### config.mk
export PLATFORM = sky130hd
export DESIGN_NAME = irq_vector_sel
export DESIGN_NICKNAME = d
export VERILOG_FILES = /design/src/rtl/irq_sel_pkg.sv /design/src/rtl/irq_pend_bank.sv /design/src/rtl/irq_prio_enc.sv /design/src/rtl/irq_gie_ctrl.sv /design/src/rtl/irq_vector_sel.sv
export SDC_FILE = /design/constraint.sdc
export NUM_CORES = 1
export LEC_CHECK = 0
export ABC_AREA = 1
export ABC_CLOCK_PERIOD_IN_PS = 3000
export BUFFER_PORTS_ARGS = -buffer_cell sky130_fd_sc_hd__buf_2
export CELL_PAD_IN_SITES_DETAIL_PLACEMENT = 1
export CELL_PAD_IN_SITES_GLOBAL_PLACEMENT = 2
export CORE_AREA = 2 2 83 85
export CTS_CLUSTER_SIZE = 40
export DETAILED_ROUTE_END_ITERATION = 8
export DIE_AREA = 0 0 85 87
export GPL_TIMING_DRIVEN = 0
export PLACE_DENSITY_LB_ADDON = 0.12
export REMOVE_ABC_BUFFERS = 1
export SLEW_MARGIN = 20
export SYNTH_ARGS = -nofsm -noshare
export SYNTH_HDL_FRONTEND = slang
export SYNTH_SLANG_ARGS = --single-unit
### constraint.sdc
create_clock -name clk -period 3 [get_ports clk]
set_clock_uncertainty 0.1 [all_clocks]
set_input_delay 0.15 -clock clk [delete_from_list [all_inputs] [get_ports clk]]
set_output_delay 0.15 -clock clk [all_outputs]
set_load 0.01 [all_outputs]
### src/rtl/irq_sel_pkg.sv
// Package: shared types for the interrupt vector selector.
// Assumes: nothing beyond SystemVerilog 2017.
package irq_sel_pkg;

    // Update applied to the global enable register in a given cycle.
    typedef enum logic [1:0] {
        GIE_HOLD  = 2'd0,
        GIE_CLEAR = 2'd1,
        GIE_SET   = 2'd2,
        GIE_LOAD  = 2'd3
    } gie_op_e;

endpackage

### src/rtl/irq_pend_bank.sv
// Module: bank of pending-flag latches, one flop per source.
// A set pulse wins over a clear in the same cycle, so a fresh request
// that arrives at the same edge as its own acknowledge is not lost.
// Assumes: set and clear are single-cycle, synchronous to clk.
module irq_pend_bank #(
    parameter int NUM_SRC = 16
) (
    input  logic               clk,
    input  logic               rst_n,
    input  logic [NUM_SRC-1:0] set_i,
    input  logic [NUM_SRC-1:0] clr_i,
    output logic [NUM_SRC-1:0] pend_o
);

    for (genvar g = 0; g < NUM_SRC; g++) begin : g_flag
        // Latch one source's request; set has precedence over clear.
        always_ff @(posedge clk) begin
            if (!rst_n) begin
                pend_o[g] <= 1'b0;
            end else if (set_i[g]) begin
                pend_o[g] <= 1'b1;
            end else if (clr_i[g]) begin
                pend_o[g] <= 1'b0;
            end
        end
    end

endmodule

### src/rtl/irq_prio_enc.sv
// Module: fixed-priority encoder.
// The lowest set bit of req_i wins. The module reports the winner as a
// one-hot grant and as a vector position (bit index + 1), with position 0
// left for reset.
// Assumes: req_i is already masked; purely combinational.
module irq_prio_enc #(
    parameter int NUM_SRC = 16,
    parameter int IDX_W   = $clog2(NUM_SRC + 1)
) (
    input  logic [NUM_SRC-1:0] req_i,
    output logic               any_o,
    output logic [NUM_SRC-1:0] grant_o,
    output logic [IDX_W-1:0]   pos_o
);

    // Find the lowest requesting index; scanning downward leaves it last.
    always_comb begin
        pos_o = '0;
        for (int i = NUM_SRC - 1; i >= 0; i--) begin
            if (req_i[i]) begin
                pos_o = IDX_W'(i + 1);
            end
        end
    end

    // Isolate the lowest set bit as a one-hot grant.
    assign grant_o = req_i & (~req_i + NUM_SRC'(1));
    assign any_o   = |req_i;

endmodule

### src/rtl/irq_gie_ctrl.sv
// Module: global interrupt-enable register.
// Order of precedence: an accepted acknowledge clears it, else a return
// sets it, else a software write loads it.
// Assumes: take_i is already qualified with an active request.
module irq_gie_ctrl
    import irq_sel_pkg::*;
(
    input  logic clk,
    input  logic rst_n,
    input  logic take_i,
    input  logic ret_i,
    input  logic wr_i,
    input  logic wdata_i,
    output logic gie_o
);

    gie_op_e op;

    // Pick this cycle's update by precedence.
    always_comb begin
        if (take_i) begin
            op = GIE_CLEAR;
        end else if (ret_i) begin
            op = GIE_SET;
        end else if (wr_i) begin
            op = GIE_LOAD;
        end else begin
            op = GIE_HOLD;
        end
    end

    // Apply the selected update.
    always_ff @(posedge clk) begin
        if (!rst_n) begin
            gie_o <= 1'b0;
        end else begin
            unique case (op)
                GIE_CLEAR: gie_o <= 1'b0;
                GIE_SET:   gie_o <= 1'b1;
                GIE_LOAD:  gie_o <= wdata_i;
                default:   gie_o <= gie_o;
            endcase
        end
    end

endmodule

### src/rtl/irq_vector_sel.sv
// Module: fixed-priority interrupt vector selector (top).
// Latches request pulses, masks them with the individual and global
// enables, presents the lowest-index winner as a vector position and
// address, and runs the acknowledge/return handshake.
// Assumes: vector position 0 is reset; source i sits at position i+1.
module irq_vector_sel #(
    parameter  int NUM_SRC    = 16,
    parameter  int SLOT_WORDS = 1,
    localparam int IDX_W      = $clog2(NUM_SRC + 1),
    localparam int ADDR_W     = $clog2((NUM_SRC + 1) * SLOT_WORDS)
) (
    input  logic               clk,
    input  logic               rst_n,
    input  logic [NUM_SRC-1:0] src_pulse,
    input  logic               en_wr,
    input  logic [NUM_SRC-1:0] en_wdata,
    input  logic               gie_wr,
    input  logic               gie_wdata,
    input  logic               irq_ack,
    input  logic               irq_ret,
    output logic               irq_req,
    output logic [IDX_W-1:0]   vec_idx,
    output logic [ADDR_W-1:0]  vec_addr,
    output logic               gie,
    output logic [NUM_SRC-1:0] pending
);

    logic [NUM_SRC-1:0] en_q;
    logic [NUM_SRC-1:0] live_req;
    logic [NUM_SRC-1:0] grant_vec;
    logic [NUM_SRC-1:0] clr_vec;
    logic               ack_take;

    // Hold the individual enable bits written by software.
    always_ff @(posedge clk) begin
        if (!rst_n) begin
            en_q <= '0;
        end else if (en_wr) begin
            en_q <= en_wdata;
        end
    end

    // Mask the pending flags by both levels of enable.
    assign live_req = pending & en_q & {NUM_SRC{gie}};

    irq_prio_enc #(
        .NUM_SRC (NUM_SRC),
        .IDX_W   (IDX_W)
    ) u_enc (
        .req_i   (live_req),
        .any_o   (irq_req),
        .grant_o (grant_vec),
        .pos_o   (vec_idx)
    );

    // Accept an acknowledge only while a request is shown.
    assign ack_take = irq_ack & irq_req;
    assign clr_vec  = grant_vec & {NUM_SRC{ack_take}};

    irq_pend_bank #(
        .NUM_SRC (NUM_SRC)
    ) u_pend (
        .clk    (clk),
        .rst_n  (rst_n),
        .set_i  (src_pulse),
        .clr_i  (clr_vec),
        .pend_o (pending)
    );

    irq_gie_ctrl u_gie (
        .clk     (clk),
        .rst_n   (rst_n),
        .take_i  (ack_take),
        .ret_i   (irq_ret),
        .wr_i    (gie_wr),
        .wdata_i (gie_wdata),
        .gie_o   (gie)
    );

    // Scale the position into a program-memory address.
    assign vec_addr = ADDR_W'(vec_idx) * ADDR_W'(SLOT_WORDS);

endmodule

# Yosys cells after proc, flatten, opt, wreduce, memory -nomap -nowiden
# Index checks and enable logic that the tools add are counted.
dict set report totals {
  ff_bits 33
  latchBits 0
  ramBits 0
  mem_bits_ro 0
  input_bits 39
  wordCells 98
  n_memories 0
}
dict set report classes {
  n_addsub 1
  mul 0
  div 0
  magnitude_cmp 0
  eq_ne 3
  shifts 0
  n_mux 52
  bitwise_logic 6
  reduce_logical 18
}
# operator count
set op_table {}
lappend op_table {{5-bit 2-to-1 mux} 16}
lappend op_table {{16-bit AND} 4}
lappend op_table {{1-bit 2-to-1 mux} 32}
lappend op_table {{2-bit nonzero test} 16}
lappend op_table {{16-bit by 1-bit adder with 16-bit output, second input constant} 1}
lappend op_table {{16-bit NOT} 1}
lappend op_table {{16-bit OR reduction} 1}
lappend op_table {{2-bit 2-to-1 mux} 3}
lappend op_table {{2-bit equality test, second input constant} 2}
lappend op_table {{1-bit case mux with 3 select lines} 1}
lappend op_table {{3-bit nonzero test} 1}
lappend op_table {{2-bit by 1-bit equality test with 1-bit output, second input constant} 1}
lappend op_table {{1-bit AND} 1}

# Logic depth before layout (Yosys ltp)
# Gate-level depths: netlist (run 1).
dict set report depth {
  depth_word 18
  ltp_mapped 15
  depth_no_buf 12
}

# By module
# From an unflattened synthesis (run 1), not the netlist that was laid out.
dict set report unflattened {
  hier_cells 340
  hier_area_um2 2018.2
}
# mod n_inst cells_each area_per_inst_um2 seq_area_each_um2
set by_module_without_submodules {}
lappend by_module_without_submodules {irq_vector_sel 1 175 975.9 320.3}
lappend by_module_without_submodules {irq_pend_bank 1 82 633.1 320.3}
lappend by_module_without_submodules {irq_prio_enc 1 73 355.3 0.0}
lappend by_module_without_submodules {irq_gie_ctrl 1 10 53.8 20.0}

# Least setup slack after synthesis (run 1)
# Ideal clock, no wire load.
dict set report synth_timing {
  path_kind {reg-to-output}
  startpoint {register u_gie.gie_o}
  endpoint {output port vec_idx[0]}
  arrival_ns 1.631
  path_slack_ns 1.119
  path_stages_with_launch 16
  path_buffers 3
  path_cell_list {dfxtp_1 -> buf_6 -> buf_6 -> inv_1 -> nor2_1 -> nand2_1 -> nand2_1 -> nand2_1 -> nand2_1 -> nand2_1 -> nand2_1 -> nand2_1 -> nand2_1 -> nand2_1 -> a21oi_1 -> buf_4}
}
dict set report synth_via {
  elab_chain_cells 16
}
# item line_no
set synth_rtl {}
lappend synth_rtl {{from (decl)} irq_gie_ctrl.sv:14} ;# output logic gie_o
lappend synth_rtl {{from (signal assigned)} irq_gie_ctrl.sv:40} ;# GIE_LOAD: gie_o <= wdata_i;
lappend synth_rtl {{from (signal assigned)} irq_gie_ctrl.sv:41} ;# default: gie_o <= gie_o;
lappend synth_rtl {{16-bit AND *} irq_vector_sel.sv:44} ;# assign live_req = pending & en_q & {NUM_SRC{gie}};
lappend synth_rtl {{5-bit 2-to-1 mux (14 in a row)} irq_prio_enc.sv:20} ;# if (req_i[i]) begin
lappend synth_rtl {{5-bit 2-to-1 mux *} irq_prio_enc.sv:20}
lappend synth_rtl {{to (decl)} irq_vector_sel.sv:22} ;# output logic [IDX_W-1:0] vec_idx,
# Mark *: on every way between the ends. The rest lies on a longest branch, timed or not.

# Final worst setup path (run 1)
# Same ends and word-level chain as after synthesis.

==> flow_summary_export.csv, run 1 <==
group,metric,value,unit
status,outcome,"finished clean",
layout,finish.instance_area,2430,µm²
layout,n_antenna_cell,0,
global_route,grt_pass1_vias,1825,
place,dpl.hpwl,3700,µm
global_route,grt_usage,15.0,%
worst_setup_path,reg2reg_slack,750,ps
timing,finalSetupViolations,0,
yosys,yosys_warnings,0,
timing,period_minus_slack,2530,ps
place,gp_congestion,0.729,
worst_setup_path,critPathRequiredTime,2750,ps
timing,slew_headroom,44.7,%
route,dr.pass1.iters,4,
timing,grt_setup_unrepaired,"no",
route,antenna_left,0,
power_and_ir_drop,total_leakage_power,1.20,nW
worst_setup_path,r2r-start,"u_gie.gie_o",
cts,cts-root-buf,"clkbuf_8",
yosys,synth_top_cell_by_area,"dfxtp_1",
timing,max_freq,0.395,GHz
layout,nFillCells,816,
route,drt-total-wl,5300,µm
floorplanning,dieArea,7400,µm²
yosys,synth_area,1710,µm²
hold_path,hold_path.class,"primary input to flip-flop",
power_and_ir_drop,ir_drop,0.000158,V
floorplanning,core_area,6570,µm²
cts,clock_latency,290,ps
global_route,antenna_found_initial,0,
cts,cts_sinks,33,
layout,layout-drive-gt1-share,31.0,%
layout,multi_input_area,911,µm²
route,drcViolationCount,0,
worst_setup_path,crit_arrival,2280,ps
floorplanning,ioPinCount,67,
layout,final_net_count,361,
layout,final_common_cell,"buf_2",
worst_setup_path,cp_max_fo,18,
hold_path,min_from,"en_wdata[4]",
cts,clk_path_buf_depth,2,
power_and_ir_drop,power.density,443,nW/µm²
yosys,synth_top_area_share,38.5,%
cts,cts_resized,0,
route,post_drt_wl_per_cell,13.2,µm
worst_setup_path,reg2reg_depth,9,
worst_setup_path,endpoint_kind,"primary output",
floorplanning,rows,30,
yosys,synth_cell_types,26,
place,io_buffers,66,
timing,min_period_over_period,84.5,%
timing,slew_violations,0,
cts,h-tree-depth,2,
place,dpl_cell_area,2070,µm²
global_route,grt_pass1_wl,8710,µm
layout,final_cell_mix,"buf_2 (66), nor2_1 (56), dfxtp_1 (33), dlygate4sd3_1 (28), a21oi_1 (22)",
yosys,yosysSeqAreaShare,38.5,%
hold_path,min_to,"en_q[4]",
floorplanning,start_util,26.1,%
route,routed-via-count,1787,
timing,worstMarginPinSlew,828,ps
yosys,ys_ff_latch,33,
global_route,gr-total-overflow,0,
layout,syn_to_final_growth,41.7,%
timing,finalHoldViolCount,0,
yosys,ys_top_cells_by_area,"dfxtp_1 (39%), nor2_1 (12%), a21oi_1 (6.4%), nand3_1 (5.5%), o21ai_0 (5.0%)",
worst_setup_path,critPathKind,"flip-flop to primary output",
run,maxCapViolations,0,
yosys,synth.avg_cell_area,7.36,µm²
global_route,grt_max_degree,19,
layout,seq_area,661,µm²
floorplanning,die_x,85,µm
route,drt-vias-per-instance,4.43,
worst_setup_path,timing.rr.end,"u_pend.pend_o[6]",
worst_setup_path,setup.worst_path.start_class,"flip-flop",
cts,cts_tree,"yes",
yosys,synth_cells,233,
route,drt_iter0_drc,41,
timing,tns,0,ps
floorplanning,die_y,87,µm
cts,clk_pin_slew_worst_paths,70,ps
hold_path,whs_path_depth,3,
cts,cts_buffers,5,
[per-layer routing]
metal	GRT usage [%]	vias up	wire length [µm]
met2	24.9	40	2420
met3	3.98	5	249
li1	-	940	-
met1	18.7	802	2570
met4	5.77	0	64
met5	0	-	0
[cell usage after synthesis (all sizes together)]
cell type  instances
clkbuf             5
o211ai             1
nand2             28
and3               1
buf                7
nand4              5
nor2              62
nand3             26
o21ai             21
nor3               4
a21oi             22
dfxtp             33
inv               17
o21a               1
[power by group]
| part | internal [W] | switching (W) | total, W |
|---|---|---|---|
| logic | 0.000109 | 0.000135 | 0.000244 |
| clock network | 0.000161 | 0.000167 | 0.000328 |
| registers | 0.000470 | 0.0000326 | 0.000503 |
[layout make-up]
cell class              instances  area share (%)
clock buffers                   6            2.99
clock inverters                 2           0.412
multi-input cells             171            37.5
inverters                      17            2.63
repair buffers                 94            25.1
well taps                      80            4.12
flip-flops and latches         33            27.2
[worst max-delay path: stages (launching register included)]
cell     delay [ps]
dfxtp_1         860
inv_1           150
nor2_1          130
nand2_1          70
nand2_1          60
nand2_1          60
nand2_1          60
nand2_1          50
nand2_1          60
nand2_1          60
nand2_1          60
nand2_1          60
a21oi_1         160
buf_2           160
[sequential cells by signal (all words and copies together), names as in the netlist]
signal and cells:
en_q 16, u_pend.pend_o 16, u_gie.gie_o 1
[cells by family (layout without fill, tap and decap cells)]
| family | Yosys count | after routing | share of synthesized area [%] |
|---|---|---|---|
| AO/OA/AOI/OAI | 45 | 45 | 14.1 |
| flip-flops | 33 | 33 | 38.5 |
| buffers and inverters | 29 | 119 | 8.32 |
| AND/OR/NAND/NOR | 126 | 126 | 39.1 |
[through the flow]
stage                     instances  util (%)  hold slack (ps)  power, W  setup slack (ps)
after global routing            403      37.0            0.831   0.00115               198
after global placement          367      31.4              256  0.000731               695
after detailed placement        367      31.4              267  0.000734               677
after floorplan                 221         -              167  0.000631              1040
after CTS                       403      37.0            0.764   0.00109               379
final                           403      37.0             5.42   0.00107               466
[worst max-delay path by stage]
stage,depth (start not counted),start,to,slack (ps)
final,13,u_gie.gie_o,vec_idx[0],470
after global routing,13,u_gie.gie_o,vec_addr[0],200
after CTS,13,u_gie.gie_o,vec_idx[0],380
after detailed placement,9,u_gie.gie_o,u_pend.pend_o[6],680
after global placement,13,u_gie.gie_o,vec_idx[0],690
after floorplan,12,u_gie.gie_o,vec_addr[0],1040
[what timing repair did]
action / 4_1_cts / 5_1_grt
hold buffers: 28 / 0
hold endpoints to repair: 28 / 0
setup buffers: 0 / 0
endpoints found under the setup margin: 0 / 0
(Power assumes the default switching activity.)
==> inputs of run 2 (changes only) <==
--- a/config.mk
+++ b/config.mk
@@ -6,14 +6,14 @@
 export NUM_CORES = 1
 export LEC_CHECK = 0
 export ABC_AREA = 1
-export ABC_CLOCK_PERIOD_IN_PS = 3000
+export ABC_CLOCK_PERIOD_IN_PS = 2290
 export BUFFER_PORTS_ARGS = -buffer_cell sky130_fd_sc_hd__buf_2
 export CELL_PAD_IN_SITES_DETAIL_PLACEMENT = 1
 export CELL_PAD_IN_SITES_GLOBAL_PLACEMENT = 2
-export CORE_AREA = 2 2 83 85
+export CORE_AREA = 2 2 90 92
 export CTS_CLUSTER_SIZE = 40
 export DETAILED_ROUTE_END_ITERATION = 8
-export DIE_AREA = 0 0 85 87
+export DIE_AREA = 0 0 92 94
 export GPL_TIMING_DRIVEN = 0
 export PLACE_DENSITY_LB_ADDON = 0.12
 export REMOVE_ABC_BUFFERS = 1
==> constraint.sdc (replaced) <==
create_clock -name clk -period 2.29 [get_ports clk]
set_clock_uncertainty 0.1 [all_clocks]
set_input_delay 0.1145 -clock clk [delete_from_list [all_inputs] [get_ports clk]]
set_output_delay 0.1145 -clock clk [all_outputs]
set_load 0.01 [all_outputs]
==> run 2 against run 1 <==
Effect of this change:
- final cell count grew 6.7%
- sequential cell count did not move
- via count grew 1.9%
- worst hold slack improved by 98 ps
- first-iteration DRC count is 7.3% higher
- non-clock buffer count rose by 6
- register-to-register slack worse by 260 ps
- wire length up 6.6%
==> flow_summary_export.csv, run 2 (synthesized netlist as in run 1, its figures left out) <==
group,metric,value,unit
status,outcome,"finished clean",
cts,clk_path_buf_depth,2,
worst_setup_path,setup.worst_path.start_class,"flip-flop",
worst_setup_path,cpPeakStageDelay,370,ps
layout,layout-drive-gt1-share,31.1,%
worst_setup_path,cp_max_fo,14,
route,drt_iter0_drc,44,
place,dpl_cell_area,2090,µm²
hold_path,whs_path_depth,4,
power_and_ir_drop,ir_drop,0.000271,V
floorplanning,die_y,94,µm
layout,syn_to_final_growth,47.7,%
global_route,top_usage_layer,"met2",
worst_setup_path,path_cells,"buf_12 -> nand3_1 -> nand2_1 -> nor2_4 -> nand2_4 -> nor2_8 -> nand2_8 -> buf_2",
floorplanning,start_util,22.5,%
worst_setup_path,worst-path-buf-inv,2,
timing,worstMarginPinSlew,638,ps
layout,finish.instance_area,2530,µm²
cts,clock_latency,280,ps
global_route,grt_max_degree,19,
cts,h-tree-depth,2,
power_and_ir_drop,finalPower,0.00144,W
worst_setup_path,reg2reg_depth,10,
cts,cts_sinks,33,
timing,period_minus_slack,2010,ps
global_route,use_met2,23.2,%
timing,slew_violations,0,
layout,final_util,33.3,%
layout,final_common_cell,"buf_2",
cts,cts-root-buf,"clkbuf_8",
floorplanning,die_x,92,µm
timing,grt_setup_unrepaired,"no",
route,routed-via-count,1821,
global_route,grt_pass1_vias,1870,
place,gp_congestion,0.662,
timing,max_freq,0.498,GHz
worst_setup_path,critical_path_depth,8,
layout,top_regs,"en_q: 16 flops, u_pend.pend_o: 16 flops, u_gie.gie_o: 1 flops",
cts,cts_buffers,5,
timing,min_period_over_period,87.6,%
cts,clk_pin_slew_worst_paths,70,ps
worst_setup_path,cpLargestDelayFamily,"simple AND/OR/NAND/NOR gates",
floorplanning,rows,32,
worst_setup_path,critPathKind,"flip-flop to primary output",
cts,cts_tree,"yes",
global_route,gr-total-overflow,0,
global_route,grt_use_met1,18.0,%
global_route,grt_usage,13.7,%
route,drt-total-wl,5650,µm
worst_setup_path,crit_arrival,1790,ps
route,drcViolationCount,0,
global_route,grt_pass1_wl,9290,µm
route,antenna_left,0,
timing,slew_headroom,57.4,%
layout,n_antenna_cell,0,
run,maxCapViolations,0,
route,post_drt_wl_per_cell,13.1,µm
floorplanning,dieArea,8650,µm²
layout,final_cell_mix,"buf_2 (66), nor2_1 (56), dfxtp_1 (32), dlygate4sd3_1 (32), a21oi_1 (22)",
layout,final_net_count,367,
floorplanning,core_area,7610,µm²
timing,finalHoldViolCount,0,
worst_setup_path,critPathRequiredTime,2080,ps
power_and_ir_drop,total_leakage_power,1.23,nW
route,dr.pass1.iters,3,
global_route,antenna_found_initial,0,
route,drt-vias-per-instance,4.23,
hold_path,hold_path.class,"primary input to flip-flop",
global_route,grt_util_met3,2.49,%
floorplanning,ioPinCount,67,
place,dpl.hpwl,3970,µm
worst_setup_path,endpoint_kind,"primary output",
place,io_buffers,66,
power_and_ir_drop,power.density,570,nW/µm²
timing,finalSetupViolations,0,
worst_setup_path,slowest_stage,"dfxtp_4",
timing,tns,0,ps
run 2: changes by cell type in the layout (fill, tap and decap cells not counted), sizes merged:
cell,delta
buf,+2
clkbuf,+1
dlygate4sd3,+4
clkinv,-2
run 2: layer usage:
layer / routed length (µm) / share of wire, % / vias up
met5: 0 / 0 / -
met4: 42 / 0.74 / 0
met3: 198 / 3.5 / 4
met2: 2640 / 47 / 36
met1: 2770 / 49 / 828
li1: - / - / 953
run 2: power breakdown:
group	switching, W	internal (W)	leakage, nW
Clock	0.000208	0.000239	0.0443
Sequential	0.0000328	0.000616	0.276
Combinational	0.000192	0.000156	0.909
run 2: what timing repair did:
item | in CTS | in global routing
buffers inserted | 0 | 2
hold buffers | 32 | 0
endpoints found under the setup margin | 24 | 2
gates resized for setup | 2 | 0
hold endpoints to repair | 32 | 0
run 2: metrics by stage:
step | setup WS (ps) | instances | hold WS, ps
5_1_grt | 139 | 430 | 150
6_report | 283 | 430 | 104
3_5_place_dp | -97.1 | 389 | 226
4_1_cts | 151 | 428 | 95.5
3_3_place_gp | -97.2 | 389 | 217
2_1_floorplan | 363 | 221 | 132
run 2: area by class of cell:
| cell class | count | area (µm²) |
|---|---|---|
| clock buffer | 7 | 86.3 |
| fill | 969 | 5080 |
| inverter | 17 | 63.8 |
| multi-input combinational | 171 | 911 |
| sequential | 33 | 664 |
| tap | 102 | 128 |
| timing repair buffer | 100 | 678 |
run 2: path summary, 6_finish.rpt:
path | slack [ps] | from | endpoint
worst max-delay path | 280 | u_gie.gie_o | irq_req
worst min-delay path | 100 | irq_ret | u_gie.gie_o
worst max register to register | 490 | u_gie.gie_o | u_pend.pend_o[8]
worst min register to register | 380 | u_pend.pend_o[4] | u_pend.pend_o[4]
run 2: tightest hold or removal path, cell delays in order:
cell	delay, ps
buf_2	80
a21oi_1	30
o21ai_0	80
and3_1	150
